$ cat config.mk
export PLATFORM = sky130hd
export DESIGN_NAME = opcode_predecoder
export DESIGN_NICKNAME = d
export VERILOG_FILES = /design/src/rtl/pd_pkg.sv /design/src/rtl/pd_opdecode.sv /design/src/rtl/pd_operand.sv /design/src/rtl/pd_cycle_adj.sv /design/src/rtl/opcode_predecoder.sv
export SDC_FILE = /design/constraint.sdc
export NUM_CORES = 1
export LEC_CHECK = 0
export ABC_AREA = 1
export BUFFER_PORTS_ARGS = -buffer_cell sky130_fd_sc_hd__buf_2
export CAP_MARGIN = 10
export CORE_ASPECT_RATIO = 0.6
export CORE_UTILIZATION = 46
export CTS_CLUSTER_SIZE = 40
export DETAILED_ROUTE_END_ITERATION = 6
export GPL_TIMING_DRIVEN = 1
export HOLD_SLACK_MARGIN = 0.06
export PLACE_DENSITY = 0.76
export SYNTH_ARGS = -nofsm -noshare
export SYNTH_HDL_FRONTEND = slang
export SYNTH_SLANG_ARGS = --single-unit
$ cat constraint.sdc
create_clock -name clk -period 0.8 [get_ports clk]
set_input_delay 0.16 -clock clk [delete_from_list [all_inputs] [get_ports clk]]
set_output_delay 0.16 -clock clk [all_outputs]
set_load 0.005 [all_outputs]
$ cat src/rtl/pd_pkg.sv
package pd_pkg;

  localparam int BYTE_W = 8;
  localparam int OPD_W  = 2 * BYTE_W;

  typedef enum logic [2:0] {
    CLS_NONE   = 3'd0,
    CLS_READ   = 3'd1,
    CLS_STORE  = 3'd2,
    CLS_RMW    = 3'd3,
    CLS_BRANCH = 3'd4,
    CLS_CTRL   = 3'd5,
    CLS_STACK  = 3'd6,
    CLS_REG    = 3'd7
  } op_class_e;

  typedef enum logic [3:0] {
    AM_IMP = 4'd0,  AM_ACC = 4'd1,  AM_IMM = 4'd2,  AM_ZP  = 4'd3,
    AM_ZPX = 4'd4,  AM_ZPY = 4'd5,  AM_ABS = 4'd6,  AM_ABX = 4'd7,
    AM_ABY = 4'd8,  AM_IND = 4'd9,  AM_IZX = 4'd10, AM_IZY = 4'd11,
    AM_REL = 4'd12
  } addr_mode_e;

  typedef struct packed {
    logic       bad;
    op_class_e  cls;
    addr_mode_e mode;
    logic [3:0] base;
    logic       xpage;   // read that may pay a page-cross cycle
  } dec_t;

  localparam dec_t DEC_BAD = '{bad: 1'b1, cls: CLS_NONE, mode: AM_IMP,
                               base: 4'd0, xpage: 1'b0};

  function automatic dec_t ent(op_class_e c, addr_mode_e m, logic [3:0] cyc, logic xp);
    ent = '{bad: 1'b0, cls: c, mode: m, base: cyc, xpage: xp};
  endfunction

  // bytes occupied by opcode plus operand for a given mode
  function automatic logic [1:0] mode_len(addr_mode_e m);
    case (m)
      AM_IMP, AM_ACC:                 mode_len = 2'd1;
      AM_ABS, AM_ABX, AM_ABY, AM_IND: mode_len = 2'd3;
      default:                        mode_len = 2'd2;
    endcase
  endfunction

  // penalty cycles added on top of the base count
  function automatic logic [1:0] cyc_extra(op_class_e c, logic xp, logic pc, logic tk);
    if (c == CLS_READ && xp && pc)  cyc_extra = 2'd1;
    else if (c == CLS_BRANCH && tk) cyc_extra = pc ? 2'd2 : 2'd1;
    else                            cyc_extra = 2'd0;
  endfunction

endpackage

$ cat src/rtl/pd_opdecode.sv
module pd_opdecode
  import pd_pkg::*;
(
  input  logic [7:0] op,
  output dec_t       dec
);
  logic [2:0] aaa, bbb;
  logic [1:0] cc;
  assign aaa = op[7:5];
  assign bbb = op[4:2];
  assign cc  = op[1:0];

  addr_mode_e g1_mode;
  logic [3:0] g1_rd, g1_st;
  logic       g1_xp;

  // arithmetic/logic column: mode and costs depend only on bbb
  always_comb begin
    g1_xp = 1'b0;
    case (bbb)
      3'd0:    begin g1_mode = AM_IZX; g1_rd = 4'd6; g1_st = 4'd6; end
      3'd1:    begin g1_mode = AM_ZP;  g1_rd = 4'd3; g1_st = 4'd3; end
      3'd2:    begin g1_mode = AM_IMM; g1_rd = 4'd2; g1_st = 4'd2; end
      3'd3:    begin g1_mode = AM_ABS; g1_rd = 4'd4; g1_st = 4'd4; end
      3'd4:    begin g1_mode = AM_IZY; g1_rd = 4'd5; g1_st = 4'd6; g1_xp = 1'b1; end
      3'd5:    begin g1_mode = AM_ZPX; g1_rd = 4'd4; g1_st = 4'd4; end
      3'd6:    begin g1_mode = AM_ABY; g1_rd = 4'd4; g1_st = 4'd5; g1_xp = 1'b1; end
      default: begin g1_mode = AM_ABX; g1_rd = 4'd4; g1_st = 4'd5; g1_xp = 1'b1; end
    endcase
  end

  logic is_stx, is_ldx, is_rmw;
  assign is_stx = (aaa == 3'd4);
  assign is_ldx = (aaa == 3'd5);
  assign is_rmw = !is_stx && !is_ldx;

  always_comb begin
    dec = DEC_BAD;
    case (cc)
      2'b01: begin
        if (is_stx) begin
          if (bbb != 3'd2) dec = ent(CLS_STORE, g1_mode, g1_st, 1'b0);
        end else begin
          dec = ent(CLS_READ, g1_mode, g1_rd, g1_xp);
        end
      end
      2'b10: begin
        case (bbb)
          3'd0: if (is_ldx) dec = ent(CLS_READ, AM_IMM, 4'd2, 1'b0);
          3'd1: dec = is_rmw ? ent(CLS_RMW, AM_ZP, 4'd5, 1'b0)
                    : ent(is_stx ? CLS_STORE : CLS_READ, AM_ZP, 4'd3, 1'b0);
          3'd2: dec = ent(CLS_REG, aaa[2] ? AM_IMP : AM_ACC, 4'd2, 1'b0);
          3'd3: dec = is_rmw ? ent(CLS_RMW, AM_ABS, 4'd6, 1'b0)
                    : ent(is_stx ? CLS_STORE : CLS_READ, AM_ABS, 4'd4, 1'b0);
          3'd5: dec = is_rmw ? ent(CLS_RMW, AM_ZPX, 4'd6, 1'b0)
                    : ent(is_stx ? CLS_STORE : CLS_READ, AM_ZPY, 4'd4, 1'b0);
          3'd6: if (!is_rmw) dec = ent(CLS_REG, AM_IMP, 4'd2, 1'b0);
          3'd7: begin
            if (is_rmw)      dec = ent(CLS_RMW, AM_ABX, 4'd7, 1'b0);
            else if (is_ldx) dec = ent(CLS_READ, AM_ABY, 4'd4, 1'b1);
          end
          default: dec = DEC_BAD;
        endcase
      end
      2'b00: begin
        case (bbb)
          3'd0: begin
            case (aaa)
              3'd0:    dec = ent(CLS_CTRL, AM_IMP, 4'd7, 1'b0);
              3'd1:    dec = ent(CLS_CTRL, AM_ABS, 4'd6, 1'b0);
              3'd2,
              3'd3:    dec = ent(CLS_CTRL, AM_IMP, 4'd6, 1'b0);
              3'd4:    dec = DEC_BAD;
              default: dec = ent(CLS_READ, AM_IMM, 4'd2, 1'b0);
            endcase
          end
          3'd1: begin
            if (aaa == 3'd4)                     dec = ent(CLS_STORE, AM_ZP, 4'd3, 1'b0);
            else if (aaa == 3'd1 || aaa >= 3'd5) dec = ent(CLS_READ, AM_ZP, 4'd3, 1'b0);
          end
          3'd2: dec = aaa[2] ? ent(CLS_REG, AM_IMP, 4'd2, 1'b0)
                    : ent(CLS_STACK, AM_IMP, aaa[0] ? 4'd4 : 4'd3, 1'b0);
          3'd3: begin
            case (aaa)
              3'd0:    dec = DEC_BAD;
              3'd2:    dec = ent(CLS_CTRL, AM_ABS, 4'd3, 1'b0);
              3'd3:    dec = ent(CLS_CTRL, AM_IND, 4'd5, 1'b0);
              3'd4:    dec = ent(CLS_STORE, AM_ABS, 4'd4, 1'b0);
              default: dec = ent(CLS_READ, AM_ABS, 4'd4, 1'b0);
            endcase
          end
          3'd4: dec = ent(CLS_BRANCH, AM_REL, 4'd2, 1'b0);
          3'd5: begin
            if (aaa == 3'd4)      dec = ent(CLS_STORE, AM_ZPX, 4'd4, 1'b0);
            else if (aaa == 3'd5) dec = ent(CLS_READ, AM_ZPX, 4'd4, 1'b0);
          end
          3'd6: dec = ent(CLS_REG, AM_IMP, 4'd2, 1'b0);
          default: if (aaa == 3'd5) dec = ent(CLS_READ, AM_ABX, 4'd4, 1'b1);
        endcase
      end
      default: dec = DEC_BAD;
    endcase
  end
endmodule

$ cat src/rtl/pd_operand.sv
module pd_operand
  import pd_pkg::*;
#(
  parameter int LANES = 2
) (
  input  addr_mode_e              mode,
  input  logic [BYTE_W-1:0]       b1,
  input  logic [BYTE_W-1:0]       b2,
  output logic [1:0]              len,
  output logic [LANES*BYTE_W-1:0] opd
);
  logic [BYTE_W-1:0] lane_in [LANES];
  assign lane_in[0] = b1;
  assign lane_in[1] = b2;
  assign len = mode_len(mode);

  // lane k is present once the instruction is longer than k+1 bytes
  for (genvar k = 0; k < LANES; k++) begin : g_lane
    assign opd[k*BYTE_W +: BYTE_W] = (len > 2'(k + 1)) ? lane_in[k] : '0;
  end
endmodule

$ cat src/rtl/pd_cycle_adj.sv
module pd_cycle_adj
  import pd_pkg::*;
#(
  parameter int CYC_W = 4
) (
  input  dec_t             dec,
  input  logic             page_cross,
  input  logic             taken,
  output logic [CYC_W-1:0] final_cyc,
  output logic             read_pen_hit,
  output logic             branch_hit,
  output logic             branch_far_hit
);
  logic [1:0] extra;
  assign extra          = cyc_extra(dec.cls, dec.xpage, page_cross, taken);
  assign read_pen_hit   = (dec.cls == CLS_READ) && (extra != 2'd0);
  assign branch_hit     = (dec.cls == CLS_BRANCH) && (extra != 2'd0);
  assign branch_far_hit = branch_hit && (extra == 2'd2);
  assign final_cyc      = CYC_W'(dec.base) + CYC_W'(extra);
endmodule

$ cat src/rtl/opcode_predecoder.sv
module opcode_predecoder
  import pd_pkg::*;
#(
  parameter int CYC_W = 4
) (
  input  logic              clk,
  input  logic              rst_n,
  input  logic [7:0]        op_byte,
  input  logic [7:0]        arg_lo,
  input  logic [7:0]        arg_hi,
  input  logic              page_cross,
  input  logic              branch_taken,
  output logic              illegal,
  output logic [2:0]        op_class,
  output logic [3:0]        addr_mode,
  output logic [1:0]        instr_len,
  output logic [OPD_W-1:0]  operand,
  output logic [CYC_W-1:0]  base_cycles,
  output logic [CYC_W-1:0]  final_cycles
);
  dec_t             dec;
  logic [1:0]       len_c;
  logic [OPD_W-1:0] opd_c;
  logic [CYC_W-1:0] fin_c;
  logic             read_pen_hit, branch_hit, branch_far_hit;

  pd_opdecode u_dec (.op(op_byte), .dec(dec));

  pd_operand #(.LANES(2)) u_opd (
    .mode(dec.mode), .b1(arg_lo), .b2(arg_hi), .len(len_c), .opd(opd_c)
  );

  pd_cycle_adj #(.CYC_W(CYC_W)) u_cyc (
    .dec(dec), .page_cross(page_cross), .taken(branch_taken),
    .final_cyc(fin_c), .read_pen_hit(read_pen_hit),
    .branch_hit(branch_hit), .branch_far_hit(branch_far_hit)
  );

  always_ff @(posedge clk or negedge rst_n) begin
    if (!rst_n) begin
      illegal      <= 1'b0;
      op_class     <= '0;
      addr_mode    <= '0;
      instr_len    <= '0;
      operand      <= '0;
      base_cycles  <= '0;
      final_cycles <= '0;
    end else begin
      illegal      <= dec.bad;
      op_class     <= dec.cls;
      addr_mode    <= dec.mode;
      instr_len    <= len_c;
      operand      <= opd_c;
      base_cycles  <= CYC_W'(dec.base);
      final_cycles <= fin_c;
    end
  end


  illegal_shape_chk: assert property (@(posedge clk) disable iff (!rst_n)
    illegal |-> (instr_len == 2'd1 && final_cycles == '0 && op_class == 3'd0 && operand == '0));


  short_operand_chk: assert property (@(posedge clk) disable iff (!rst_n)
    (instr_len == 2'd2) |-> (operand[15:8] == 8'h00));


  no_operand_chk: assert property (@(posedge clk) disable iff (!rst_n)
    (instr_len == 2'd1) |-> (operand == '0));


  read_penalty_chk: assert property (@(posedge clk) disable iff (!rst_n)
    read_pen_hit |=> (final_cycles == base_cycles + 1'b1 && op_class == 3'd1));


  fixed_cost_chk: assert property (@(posedge clk) disable iff (!rst_n)
    (op_class == 3'd2 || op_class == 3'd3) |-> (final_cycles == base_cycles));


  branch_shape_chk: assert property (@(posedge clk) disable iff (!rst_n)
    (op_class == 3'd4) |-> (instr_len == 2'd2 && base_cycles == 4'd2 && addr_mode == 4'd12));


  branch_far_chk: assert property (@(posedge clk) disable iff (!rst_n)
    branch_far_hit |=> (final_cycles == 4'd4));


  branch_idle_chk: assert property (@(posedge clk) disable iff (!rst_n)
    (!branch_hit && !read_pen_hit) |=> (final_cycles == base_cycles));


  hint_blind_chk: assert property (@(posedge clk) disable iff (!rst_n)
    (op_class >= 3'd5) |-> (final_cycles == base_cycles));
endmodule

==> metrics.md, run 1 <==
| Metric | Value |
|---|---|
| Number of flops mapped to enable cells by yosys | 0 |
| HPWL after DPL | 5.513 mm |
| Worst-path end type | sequential cell input |
| Count of cell types in the netlist | 33 |
| Post-synthesis mux area share | 0% |
| Compound-Gate Fraction of Synth Area | 10.48% |
| Top cell type's share of synthesized area | 40.92% |
| Largest net degree at the start of global routing | 34 |
| Total routing usage reported by global routing | 80.32% |
| CTS Buffer Depth | 2 |
| Largest family of logic cells by synthesized area | simple AND/OR/NAND/NOR gates |
| Count of buffers from port buffering | 60 |
| Width of the chip | 87.51 um |
| Cell Area, Synth | 2018 um^2 |
| Number of H-tree levels | 2 |
| Floorplan row count | 18 |
| Clock Tree Root | clkbuf_8 |
| Sequential share of the synthesized area | 40.92% |
| Proportion of synthesized flip-flops having asynchronous set or reset | 100.0% |
| # clock sinks | 33 |
| Global route overflow | 150 |
| Step where the flow halted | global routing (5_1_grt) |
| Primary FF master, synth | dfrtp_1 |
| Number of flip-flops and latches in the synthesized netlist | 33 |
| Cell type with the highest aggregate area in the netlist | dfrtp_1 |
| Worst slack, placed | -1.383 ns |
| Effective utilization at floorplan | 48.44% |
| Avg Cell Area, Syn | 7.822 um^2 |
| Last worst endpoint in the global-route repair_timing | final_cycles[2]$_DFF_PN0_/D |
| IO Pins | 62 |
| Post-synthesis xor/xnor area fraction | 0% |
| Simple-gate share of the synthesized area | 36.39% |
| Outcome | aborted with a tool error |
| Dominant cells by area after synthesis | dfrtp_1, nand2_1, inv_1 |
| Die Y | 53.31 um |
| Total clock buffers created by CTS | 5 |
| Cell count after synthesis | 258 |
| Yosys warns | 0 |
| Stop err | [ERROR GRT-0232] Routing congestion too high. Check the congestion heatmap in the GUI. |
| Synthesized-area fraction occupied by adder cells | 2.232% |
| Mapped Nets | 289 |
| Last weighted congestion value of the routability-driven placer | 0.9812 |
==> per-stage QoR <==
stage / instance area, um^2 / cells
after floorplan: 2092 / 258
after global placement: 3079 / 460
after detailed placement: 3079 / 460
after CTS: 3656 / 494
==> cells by family after synthesis <==
logic type	count (synthesis)
flops	33
fa+ha+maj	3
simple gates	139
other cells	1
buf+inv	47
compound gates	35
==> routing by layer <==
layer,GRT overflow,track usage (%)
met5,0,16.88
met4,56,101.6
met3,0,55.69
met2,90,105.1
met1,4,74.48
==> repair_timing <==
item | 4_1_cts
gates cloned | 2
gates resized for setup | 76
hold endpoints to repair | 33
hold buffers | 1
setup endpoints to repair | 66
pin swaps | 29
buffers inserted | 23
==> synthesized netlist by cell type (5+ instances only) <==
cell type	number
a21oi_1	9
dfrtp_1	33
inv_1	33
inv_2	9
nand2_1	51
nand2_2	10
nand3_1	15
nand3_2	5
nor2_1	30
nor2_2	9
nor2_4	5
o21ai_0	13
==> inputs of run 2 (changes only) <==
--- a/config.mk
+++ b/config.mk
@@ -8,13 +8,10 @@
 export ABC_AREA = 1
 export BUFFER_PORTS_ARGS = -buffer_cell sky130_fd_sc_hd__buf_2
 export CAP_MARGIN = 10
-export CORE_ASPECT_RATIO = 0.6
-export CORE_UTILIZATION = 46
-export CTS_CLUSTER_SIZE = 40
+export CORE_UTILIZATION = 35
 export DETAILED_ROUTE_END_ITERATION = 6
 export GPL_TIMING_DRIVEN = 1
-export HOLD_SLACK_MARGIN = 0.06
-export PLACE_DENSITY = 0.76
+export PLACE_DENSITY_LB_ADDON = 0.15
 export SYNTH_ARGS = -nofsm -noshare
 export SYNTH_HDL_FRONTEND = slang
 export SYNTH_SLANG_ARGS = --single-unit
==> constraint.sdc (replaced) <==
create_clock -name clk -period 1 [get_ports clk]
set_input_delay 0.2 -clock clk [delete_from_list [all_inputs] [get_ports clk]]
set_output_delay 0.2 -clock clk [all_outputs]
set_load 0.005 [all_outputs]
==> metrics.md, run 2 <==
| Metric | Value |
|---|---|
| Overall via count from detail_route | 2387 |
| Effective utilization at floorplan | 36.43% (was 48.44%) |
| Area of the multi-input gates | 1386 um^2 |
| Outcome | finished, violations left (was aborted with a tool error) |
| IO Pins | 62 (unchanged) |
| Core utilization of the finished layout | 70.91% |
| Finished Layout Cells | 504 |
| Leakage power | 2.097 nW |
| Post-Place Cells | 462 (was 460) |
| Power density normalized to cell area | 980.4 nW/um^2 |
| Number of flip-flops and latches in the synthesized netlist | 33 (unchanged) |
| Dominant cells by area after synthesis | dfrtp_1, nand2_1, inv_1 (unchanged) |
| HPWL after DPL | 5.059 mm (was 5.513 mm) |
| Avg Cell Area, Syn | 7.822 um^2 (unchanged) |
| Worst slack, placed | -1.265 ns (was -1.383 ns) |
| Required time at the endpoint of the critical path | 1.18 ns |
| Kind of critical path | input port to register |
| Number of filler instances in the final layout | 442 |
| Violated checks | setup timing |
| Area of placed instances | 3012 um^2 (was 3079 um^2) |
| Area of the core | 5540 um^2 |
| Registers with the most flip-flops | operand (16), addr_mode (4), final_cycles (4) |
| RSZ-0062 raised after global routing | yes |
| Wire length of the first global-routing pass | 11.07 mm |
| Source of the worst hold timing path | arg_hi[6] |
| Start point of the critical path | op_byte[7] |
| Clock-pin slew on the worst setup and hold paths | 0.07 ns |
| # clock sinks | 33 (unchanged) |
| Proportion of layout cells with a drive suffix above 1 | 65.51% |
| Post-route clock period utilization | 181.4% |
| Worst hold slack | 0.1227 ns |
| Clock tree from TritonCTS | done |
| Cell count after synthesis | 258 (unchanged) |
| Largest net degree at the start of global routing | 34 |
| Area of all sequential standard cells | 825.8 um^2 |
| Width of the chip | 77.94 um (was 87.51 um) |
| Count of buffers from port buffering | 60 (unchanged) |
| Proportion of synthesized flip-flops having asynchronous set or reset | 100.0% (unchanged) |
| Top cell type's share of synthesized area | 40.92% (unchanged) |
| Min-delay worst type | input port to register |
| Die area | 6074 um^2 |
| Max-slew violation count | 0 |
| Largest register FFs | 16 |
| CTS Buffer Depth | 2 (unchanged) |
| Fmax | 551.4 MHz |
| Vias per std cell | 4.736 |
| Number of H-tree levels | 2 (unchanged) |
| Register bank with the most flops | operand |
| TNS Setup | -13.52 ns |
| Worst vdd ir | 0.7681 mV |
| DR DRC count | 0 |
| Critical Path Source Type | input port |
| Antenna cells | 0 |
| Finish-stage setup viols | 32 |
| Final worst-path setup slack | -0.8135 ns |
| Commonest cells after routing, fill and taps aside | buf_4, buf_2, nand2_1 |
| Cell type with the highest aggregate area in the netlist | dfrtp_1 (unchanged) |
| Detailed-routing iteration count for the pre-antenna-repair pass | 4 |
| Residual antenna-violating net count after detailed routing | 0 |
| Last weighted congestion value of the routability-driven placer | 1.003 (was 0.9812) |
| Number of flops mapped to enable cells by yosys | 0 (unchanged) |
| Dominant cell by count in the synthesized netlist | nand2_1 (unchanged) |
| Global route overflow | 0 |
| Maximum net fanout on the critical path | 6 |
| Worst Setup End Kind | register |
| Synth top cells by count | nand2_1, dfrtp_1, inv_1 (unchanged) |
| Via count of the first global-routing pass | 2346 |
| DRT Wirelength | 7.073 mm |
| Die Y | 77.94 um (was 53.31 um) |
| Post-route cell area | 3929 um^2 |
| Maximum capacitance violations | 0 |
| Total Nets Final | 462 |
| Total clock buffers created by CTS | 5 (unchanged) |
| Mapped Nets | 289 (unchanged) |
| Detailed router's first-iteration violation count | 60 |
| Cell Area, Synth | 2018 um^2 (unchanged) |
| Worst path arrival time | 1.99 ns |
| Yosys warns | 0 (unchanged) |
| Post-route total power | 3.852 mW |
| Area Overhead vs Synth | 94.67% |
| Number of antenna violations at the first check in global routing | 0 |
| Count of cell types in the netlist | 33 (unchanged) |
| Total routing usage reported by global routing | 23.80% |
| Post-route minimum period | 1.814 ns |
| Floorplan row count | 27 (was 18) |
| Sequential share of the synthesized area | 40.92% (unchanged) |
| Clock Tree Root | clkbuf_8 (unchanged) |
| Primary FF master, synth | dfrtp_1 (unchanged) |
| Routed WL per cell | 14.03 um |
| Count of final hold-check violations | 0 |
| Commonest non-fill, non-tap cell in the layout | buf_4 |
run 2: cell counts after synthesis:
No cell type changed its count.
run 2: layout make-up:
| class | count | area share, % |
|---|---|---|
| clock buffers | 5 | 1.752 |
| well taps | 72 | 2.293 |
| flip-flops and latches | 33 | 21.02 |
| repair buffers | 168 | 34.20 |
| multi-input cells | 180 | 35.29 |
| clock inverters | 3 | 0.4459 |
| inverters | 43 | 5.000 |
run 2: cells by family (layout without fill, tap and decap cells):
kind of cell	after synthesis	count (layout)	share of synthesized area, %
simple gates	139	141	36.39
other cells	1	1	0.1858
buf+inv	47	219	9.795
compound gates	35	35	10.48
fa+ha+maj	3	3	2.232
flops	33	33	40.92
run 2: worst paths after layout:
path	end	slack, ns	depth (start not counted)
setup / recovery	final_cycles[1]	-0.81	13
hold / removal	operand[14]	0.12	3
max in group asynchronous	instr_len[1]	0.43	3
min in group asynchronous	operand[7]	0.40	3
run 2: worst max-delay path, cell delays in order:
cell and delay (ns):
buf_12 0.11, nand3_4 0.15, nand2_4 0.08, buf_4 0.14, nor2_1 0.22, nor2_1 0.07, nand3_1 0.08, nand2_1 0.07
nand2_1 0.09, nor2_2 0.05, buf_4 0.14, fa_2 0.55, inv_1 0.04
run 2: power by group:
part           total [mW]  leakage [nW]  internal, mW  switching [mW]
sequential           1.49         0.426          1.46          0.0274
combinational        1.40          1.63         0.692           0.713
clock               0.955        0.0439         0.479           0.476
run 2: timing repair:
action	in CTS	in global routing
pin swaps	32	31
hold buffers	1	0
cloned	2	0
endpoints found under the setup margin	32	35
hold endpoints to repair	33	0
gates resized for setup	96	55
setup buffers	25	12
run 2: routing by layer:
layer	track usage (%)	vias to the layer above	wire length [um]
met3	3.765	22	311
met4	9.444	0	250
met1	28.43	1092	2940
met5	0	-	0
li1	-	1178	-
met2	42.48	95	3570
Note: power is estimated with default switching activity, not from simulation.
==> inputs of run 3 (changes only) <==
--- a/config.mk
+++ b/config.mk
@@ -8,10 +8,12 @@
 export ABC_AREA = 1
 export BUFFER_PORTS_ARGS = -buffer_cell sky130_fd_sc_hd__buf_2
 export CAP_MARGIN = 10
+export CORE_MARGIN = 2
 export CORE_UTILIZATION = 35
 export DETAILED_ROUTE_END_ITERATION = 6
 export GPL_TIMING_DRIVEN = 1
 export PLACE_DENSITY_LB_ADDON = 0.15
+export RECOVER_POWER = 25
 export SYNTH_ARGS = -nofsm -noshare
 export SYNTH_HDL_FRONTEND = slang
 export SYNTH_SLANG_ARGS = --single-unit
==> metrics.md, run 3 (synthesis gave the netlist of run 2 again) <==
| Metric | Value |
|---|---|
| Commonest cells after routing, fill and taps aside | buf_4, buf_2, nand2_1 (unchanged) |
| CTS Buffer Depth | 2 (unchanged) |
| Global route overflow | 0 (unchanged) |
| Post-route total power | 3.835 mW (was 3.852 mW) |
| Clock-pin slew on the worst setup and hold paths | 0.07 ns (about the same) |
| Total routing usage reported by global routing | 22.76% (was 23.80%) |
| Area Overhead vs Synth | 91.82% (was 94.67%) |
| Critical Path Source Type | input port (unchanged) |
| Proportion of layout cells with a drive suffix above 1 | 66.74% (was 65.51%) |
| Area of the core | 5540 um^2 (unchanged) |
| # clock sinks | 33 (unchanged) |
| Count of buffers from port buffering | 60 (unchanged) |
| Width of the chip | 79.94 um (was 77.94 um) |
| Maximum cell stage delay along the critical path | 0.51 ns (was 0.55 ns) |
| Number of H-tree levels | 2 (unchanged) |
| Number of antenna violations at the first check in global routing | 0 (unchanged) |
| Cell with the largest stage delay on the worst path | fa_2 (unchanged) |
| Finish-stage setup viols | 31 (was 32) |
| Required time at the endpoint of the critical path | 1.18 ns (about the same) |
| Post-route clock period utilization | 179.5% (was 181.4%) |
| Largest register FFs | 16 (unchanged) |
| Residual antenna-violating net count after detailed routing | 0 (unchanged) |
| Registers with the most flip-flops | operand (16), addr_mode (4), final_cycles (4) (unchanged) |
| Violated checks | setup timing (unchanged) |
| Clock tree from TritonCTS | done (unchanged) |
| Kind of critical path | input port to register (unchanged) |
| Min-delay worst type | input port to register (unchanged) |
| Max-slew violation count | 0 (unchanged) |
| Total clock buffers created by CTS | 5 (unchanged) |
| Detailed-routing iteration count for the pre-antenna-repair pass | 4 (unchanged) |
| Via count of the first global-routing pass | 2318 (was 2346) |
| Count of final hold-check violations | 0 (unchanged) |
| Routed WL per cell | 13.86 um (was 14.03 um) |
| Register bank with the most flops | operand (unchanged) |
| Leakage power | 2.110 nW (was 2.097 nW) |
| Total Nets Final | 463 (was 462) |
| RSZ-0062 raised after global routing | yes (unchanged) |
| Cells along the critical path | buf_12 > buf_12 > nor2_4 > nand3_2 > a21oi_2 > nor2_2 > inv_2 > nand3_2 > o21ai_2 > ha_4 > inv_2 > fa_2 > inv_1 (was buf_12 > nand3_4 > nand2_4 > buf_4 > nor2_1 > nor2_1 > nand3_1 > nand2_1 > nand2_1 > nor2_2 > buf_4 > fa_2 > inv_1) |
| Worst vdd ir | 0.6201 mV (was 0.7681 mV) |
| Wire length of the first global-routing pass | 11.03 mm (was 11.07 mm) |
| Effective utilization at floorplan | 36.43% (unchanged) |
| Vias per std cell | 4.701 (was 4.736) |
| Power density normalized to cell area | 990.6 nW/um^2 (was 980.4 nW/um^2) |
| Antenna cells | 0 (unchanged) |
| Maximum net fanout on the critical path | 6 (unchanged) |
| Clock Tree Root | clkbuf_8 (unchanged) |
| Post-route minimum period | 1.795 ns (was 1.814 ns) |
| Worst Setup End Kind | register (unchanged) |
| Last weighted congestion value of the routability-driven placer | 1.022 (was 1.003) |
| Outcome | finished, violations left (unchanged) |
| HPWL after DPL | 5.154 mm (was 5.059 mm) |
| Critical path buffer and inverter count | 5 (was 4) |
| Floorplan row count | 27 (unchanged) |
| Overall via count from detail_route | 2374 (was 2387) |
| Final worst-path setup slack | -0.7945 ns (was -0.8135 ns) |
| Maximum capacitance violations | 0 (unchanged) |
| Fmax | 557.2 MHz (was 551.4 MHz) |
| Die area | 6390 um^2 (was 6074 um^2) |
| DRT Wirelength | 7.001 mm (was 7.073 mm) |
| DR DRC count | 0 (unchanged) |
| Worst path arrival time | 1.97 ns (was 1.99 ns) |
| Commonest non-fill, non-tap cell in the layout | buf_4 (unchanged) |
| TNS Setup | -13.77 ns (was -13.52 ns) |
| Die Y | 79.94 um (was 77.94 um) |
| Detailed router's first-iteration violation count | 66 (was 60) |
| Largest net degree at the start of global routing | 34 (unchanged) |
| Delay-heaviest family, CP | adder cells (was simple AND/OR/NAND/NOR gates) |
| IO Pins | 62 (unchanged) |
==> run 3: cell types whose count changed in the layout (fill, tap and decap cells not counted), moves of 3 or more <==
cell,delta
inv_2,+4
nor2_2,+4
nor2_1,-3
buf_8,-4
nand2_2,+3
==> run 3: routing by layer <==
metal / vias up / wire, um / GRT usage, %
met5: - / 0 / 0
met3: 24 / 454 / 4.751
li1: 1181 / - / -
met2: 89 / 3571 / 40.42
met4: 0 / 260 / 9.492
met1: 1080 / 2715 / 26.35
==> run 3: path summary, 6_finish.rpt <==
kind	from	end	slack (ns)	depth (start not counted)
worst max-delay path	op_byte[4]	final_cycles[1]	-0.79	13
worst min-delay path	arg_lo[7]	operand[7]	0.13	3
max in group asynchronous	rst_n	operand[9]	0.18	3
min in group asynchronous	rst_n	operand[6]	0.51	3
==> run 3: timing repair <==
action,in CTS,in global routing
pin swaps,40,33
resized for setup,93,49
setup buffers,32,11
endpoints found under the setup margin,33,37
cloned,2,0
endpoints found under the hold margin,33,0
hold buffers,1,0
==> run 3: area by class of cell <==
cell class                      count  area, um^2
Sequential cell                    33       825.8
Tap cell                           72       90.09
Clock buffer                        5       68.82
Timing Repair Buffer              169        1308
Fill cell                         423        1669
Multi-Input combinational cell    180        1370
Clock inverter                      3       17.52
Inverter                           43       191.4
==> run 3: stage by stage <==
step | util, % | setup WS [ns] | instances | hold WS [ns] | instance area (um^2)
after CTS | 66.55 | -0.7613 | 503 | 0.1128 | 3687
after global placement | 55.35 | -1.243 | 466 | 0.1672 | 3067
final | 69.87 | -0.7945 | 505 | 0.1275 | 3871
after floorplan | - | -0.9663 | 258 | -0.09559 | 2085
after detailed placement | 55.35 | -1.249 | 466 | 0.1677 | 3067
after global routing | 69.87 | -0.8780 | 505 | 0.1245 | 3871
==> run 3: power breakdown <==
part | internal (mW) | total, mW | leakage [nW] | switching (mW)
Combinational | 0.693 | 1.40 | 1.64 | 0.706
Clock | 0.479 | 0.942 | 0.0439 | 0.463
Sequential | 1.47 | 1.49 | 0.426 | 0.0283
Total | 2.64 | 3.83 | 2.11 | 1.20
==> inputs of run 4 (changes only) <==
--- a/config.mk
+++ b/config.mk
@@ -8,6 +8,7 @@
 export ABC_AREA = 1
 export BUFFER_PORTS_ARGS = -buffer_cell sky130_fd_sc_hd__buf_2
 export CAP_MARGIN = 10
+export CORE_ASPECT_RATIO = 1.5
 export CORE_MARGIN = 2
 export CORE_UTILIZATION = 35
 export DETAILED_ROUTE_END_ITERATION = 6
==> metrics.md, run 4 (synthesis gave the netlist of run 2 again) <==
| Metric | Value |
|---|---|
| Outcome | finished, violations left (unchanged) |
| Violated checks | setup timing (unchanged) |
| Vias per std cell | 4.883 (was 4.701) |
| Most Frequent Cell on Critical Path | buf_12 |
| Finish-stage setup viols | 33 (was 31) |
| Maximum net fanout on the critical path | 6 (unchanged) |
| Global route overflow | 0 (unchanged) |
| Worst vdd ir | 0.4570 mV (was 0.6201 mV) |
| Via count of the first global-routing pass | 2485 (was 2318) |
| Number of antenna violations at the first check in global routing | 0 (unchanged) |
| Die area | 6402 um^2 (was 6390 um^2) |
| Largest net degree at the start of global routing | 34 (unchanged) |
| Clock-pin slew on the worst setup and hold paths | 0.07 ns (about the same) |
| Residual antenna-violating net count after detailed routing | 0 (unchanged) |
| Maximum capacitance violations | 0 (unchanged) |
| Clock Tree Root | clkbuf_8 (unchanged) |
| Count of buffers from port buffering | 60 (unchanged) |
| Number of filler instances in the final layout | 412 (was 423) |
| Count of final hold-check violations | 0 (unchanged) |
| Post-route clock period utilization | 171.9% (was 179.5%) |
| DRT Wirelength | 7.146 mm (was 7.001 mm) |
| Effective utilization at floorplan | 36.48% (was 36.43%) |
| RSZ-0062 raised after global routing | yes (unchanged) |
| Maximum cell stage delay along the critical path | 0.51 ns (about the same) |
| Required time at the endpoint of the critical path | 1.18 ns (about the same) |
| Cells along the critical path | buf_12 > nor2_4 > nand2_4 > buf_12 > o21ai_1 > o21ai_2 > buf_6 > nand3_4 > ha_4 > inv_2 > fa_2 > inv_1 (was buf_12 > buf_12 > nor2_4 > nand3_2 > a21oi_2 > nor2_2 > inv_2 > nand3_2 > o21ai_2 > ha_4 > inv_2 > fa_2 > inv_1) |
| Last weighted congestion value of the routability-driven placer | 0.9470 (was 1.022) |
| Registers with the most flip-flops | operand (16), addr_mode (4), final_cycles (4) (unchanged) |
| Commonest non-fill, non-tap cell in the layout | buf_4 (unchanged) |
| Post-Place Cells | 463 (was 466) |
| Width of the chip | 66 um (was 79.94 um) |
| Register bank with the most flops | operand (unchanged) |
| Floorplan row count | 33 (was 27) |
| Post-route minimum period | 1.719 ns (was 1.795 ns) |
| Delay-heaviest family, CP | adder cells (unchanged) |
| Max-slew violation count | 0 (unchanged) |
| Number of H-tree levels | 2 (unchanged) |
| Instance count along the most critical hold path | 3 (unchanged) |
| # clock sinks | 33 (unchanged) |
| Kind of critical path | input port to register (unchanged) |
| IO Pins | 62 (unchanged) |
| Finished Layout Cells | 496 (was 505) |
| Proportion of layout cells with a drive suffix above 1 | 66.67% (was 66.74%) |
| Largest register FFs | 16 (unchanged) |
| Total Nets Final | 456 (was 463) |
| Commonest cells after routing, fill and taps aside | buf_4, buf_2, dfrtp_1 (was buf_4, buf_2, nand2_1) |
| Leakage power | 2.078 nW (was 2.110 nW) |
| Routed WL per cell | 14.41 um (was 13.86 um) |
| Fmax | 581.7 MHz (was 557.2 MHz) |
| Area of the core | 5533 um^2 (was 5540 um^2) |
| Critical Path Source Type | input port (unchanged) |
| Area Overhead vs Synth | 90.95% (was 91.82%) |
| Clock tree from TritonCTS | done (unchanged) |
| Die Y | 97 um (was 79.94 um) |
| Power density normalized to cell area | 989.6 nW/um^2 (was 990.6 nW/um^2) |
| Detailed-routing iteration count for the pre-antenna-repair pass | 4 (unchanged) |
| Total clock buffers created by CTS | 5 (unchanged) |
| Post-route cell area | 3854 um^2 (was 3871 um^2) |
| Worst path arrival time | 1.90 ns (was 1.97 ns) |
| WP depth | 12 (was 13) |
| CTS Buffer Depth | 2 (unchanged) |
| Final worst-path setup slack | -0.7190 ns (was -0.7945 ns) |
| Critical path buffer and inverter count | 5 (unchanged) |
| Detailed router's first-iteration violation count | 105 (was 66) |
| Overall via count from detail_route | 2422 (was 2374) |
| Min-delay worst type | input port to register (unchanged) |
| Cell with the largest stage delay on the worst path | fa_2 (unchanged) |
| Area of placed instances | 3032 um^2 (was 3067 um^2) |
| DR DRC count | 0 (unchanged) |
| HPWL after DPL | 5.017 mm (was 5.154 mm) |
| Total routing usage reported by global routing | 22.26% (was 22.76%) |
| Antenna cells | 0 (unchanged) |
| Worst Setup End Kind | register (unchanged) |
| Wire length of the first global-routing pass | 11.01 mm (was 11.03 mm) |
| Post-route total power | 3.814 mW (was 3.835 mW) |
==> run 4: what timing repair did <==
item                                    CTS  global route
endpoints found under the setup margin   33            33
resized for setup                       116            42
hold endpoints to repair                 33             0
hold buffers                              1             0
cloned                                    2             0
setup buffers                            20            10
pin swaps                                43            21
==> run 4: routing by layer <==
metal  share of wire, %  GRT usage (%)  vias to the layer above
li1                   -              -                     1160
met1                 33          21.19                     1107
met2                 54          40.87                      111
met3                4.6          1.744                       44
met4                8.6          18.52                        0
met5                  0              0                        -
==> run 4: worst min-delay path, cell delays in order <==
cell and delay (ns):
buf_2 0.09, inv_1 0.04, nor2_1 0.03
==> run 4: worst paths after layout <==
kind                             from         endpoint  slack [ns]
max                        op_byte[5]  final_cycles[1]       -0.72
min                         arg_lo[0]       operand[0]        0.12
max in group asynchronous       rst_n          illegal        0.20
min in group asynchronous       rst_n  final_cycles[0]        0.50
==> run 4: where the power goes <==
group / internal [mW] / total (mW) / switching, mW
sequential: 1.47 / 1.49 / 0.0282
clock: 0.479 / 0.940 / 0.461
combinational: 0.670 / 1.38 / 0.710
==> run 4: metrics by stage <==
step / util (%) / hold WS (ns) / setup WS, ns / setup TNS, ns
final: 69.65 / 0.1208 / -0.7190 / -12.26
after floorplan: - / -0.09559 / -0.9663 / -8.847
after detailed placement: 54.79 / 0.1664 / -1.203 / -24.14
after CTS: 67.19 / 0.1194 / -0.6938 / -11.59
after global placement: 54.79 / 0.1652 / -1.179 / -23.86
after global routing: 69.65 / 0.1258 / -0.7837 / -14.14
==> run 4: final cells by class <==
cell class / count / area (um^2) / area share (%)
multi-input cells: 180 / 1364 / 35.39
repair buffers: 162 / 1279 / 33.18
flip-flops and latches: 33 / 825.8 / 21.43
inverters: 43 / 211.5 / 5.487
well taps: 70 / 87.58 / 2.273
clock buffers: 5 / 68.82 / 1.786
clock inverters: 3 / 17.52 / 0.4545
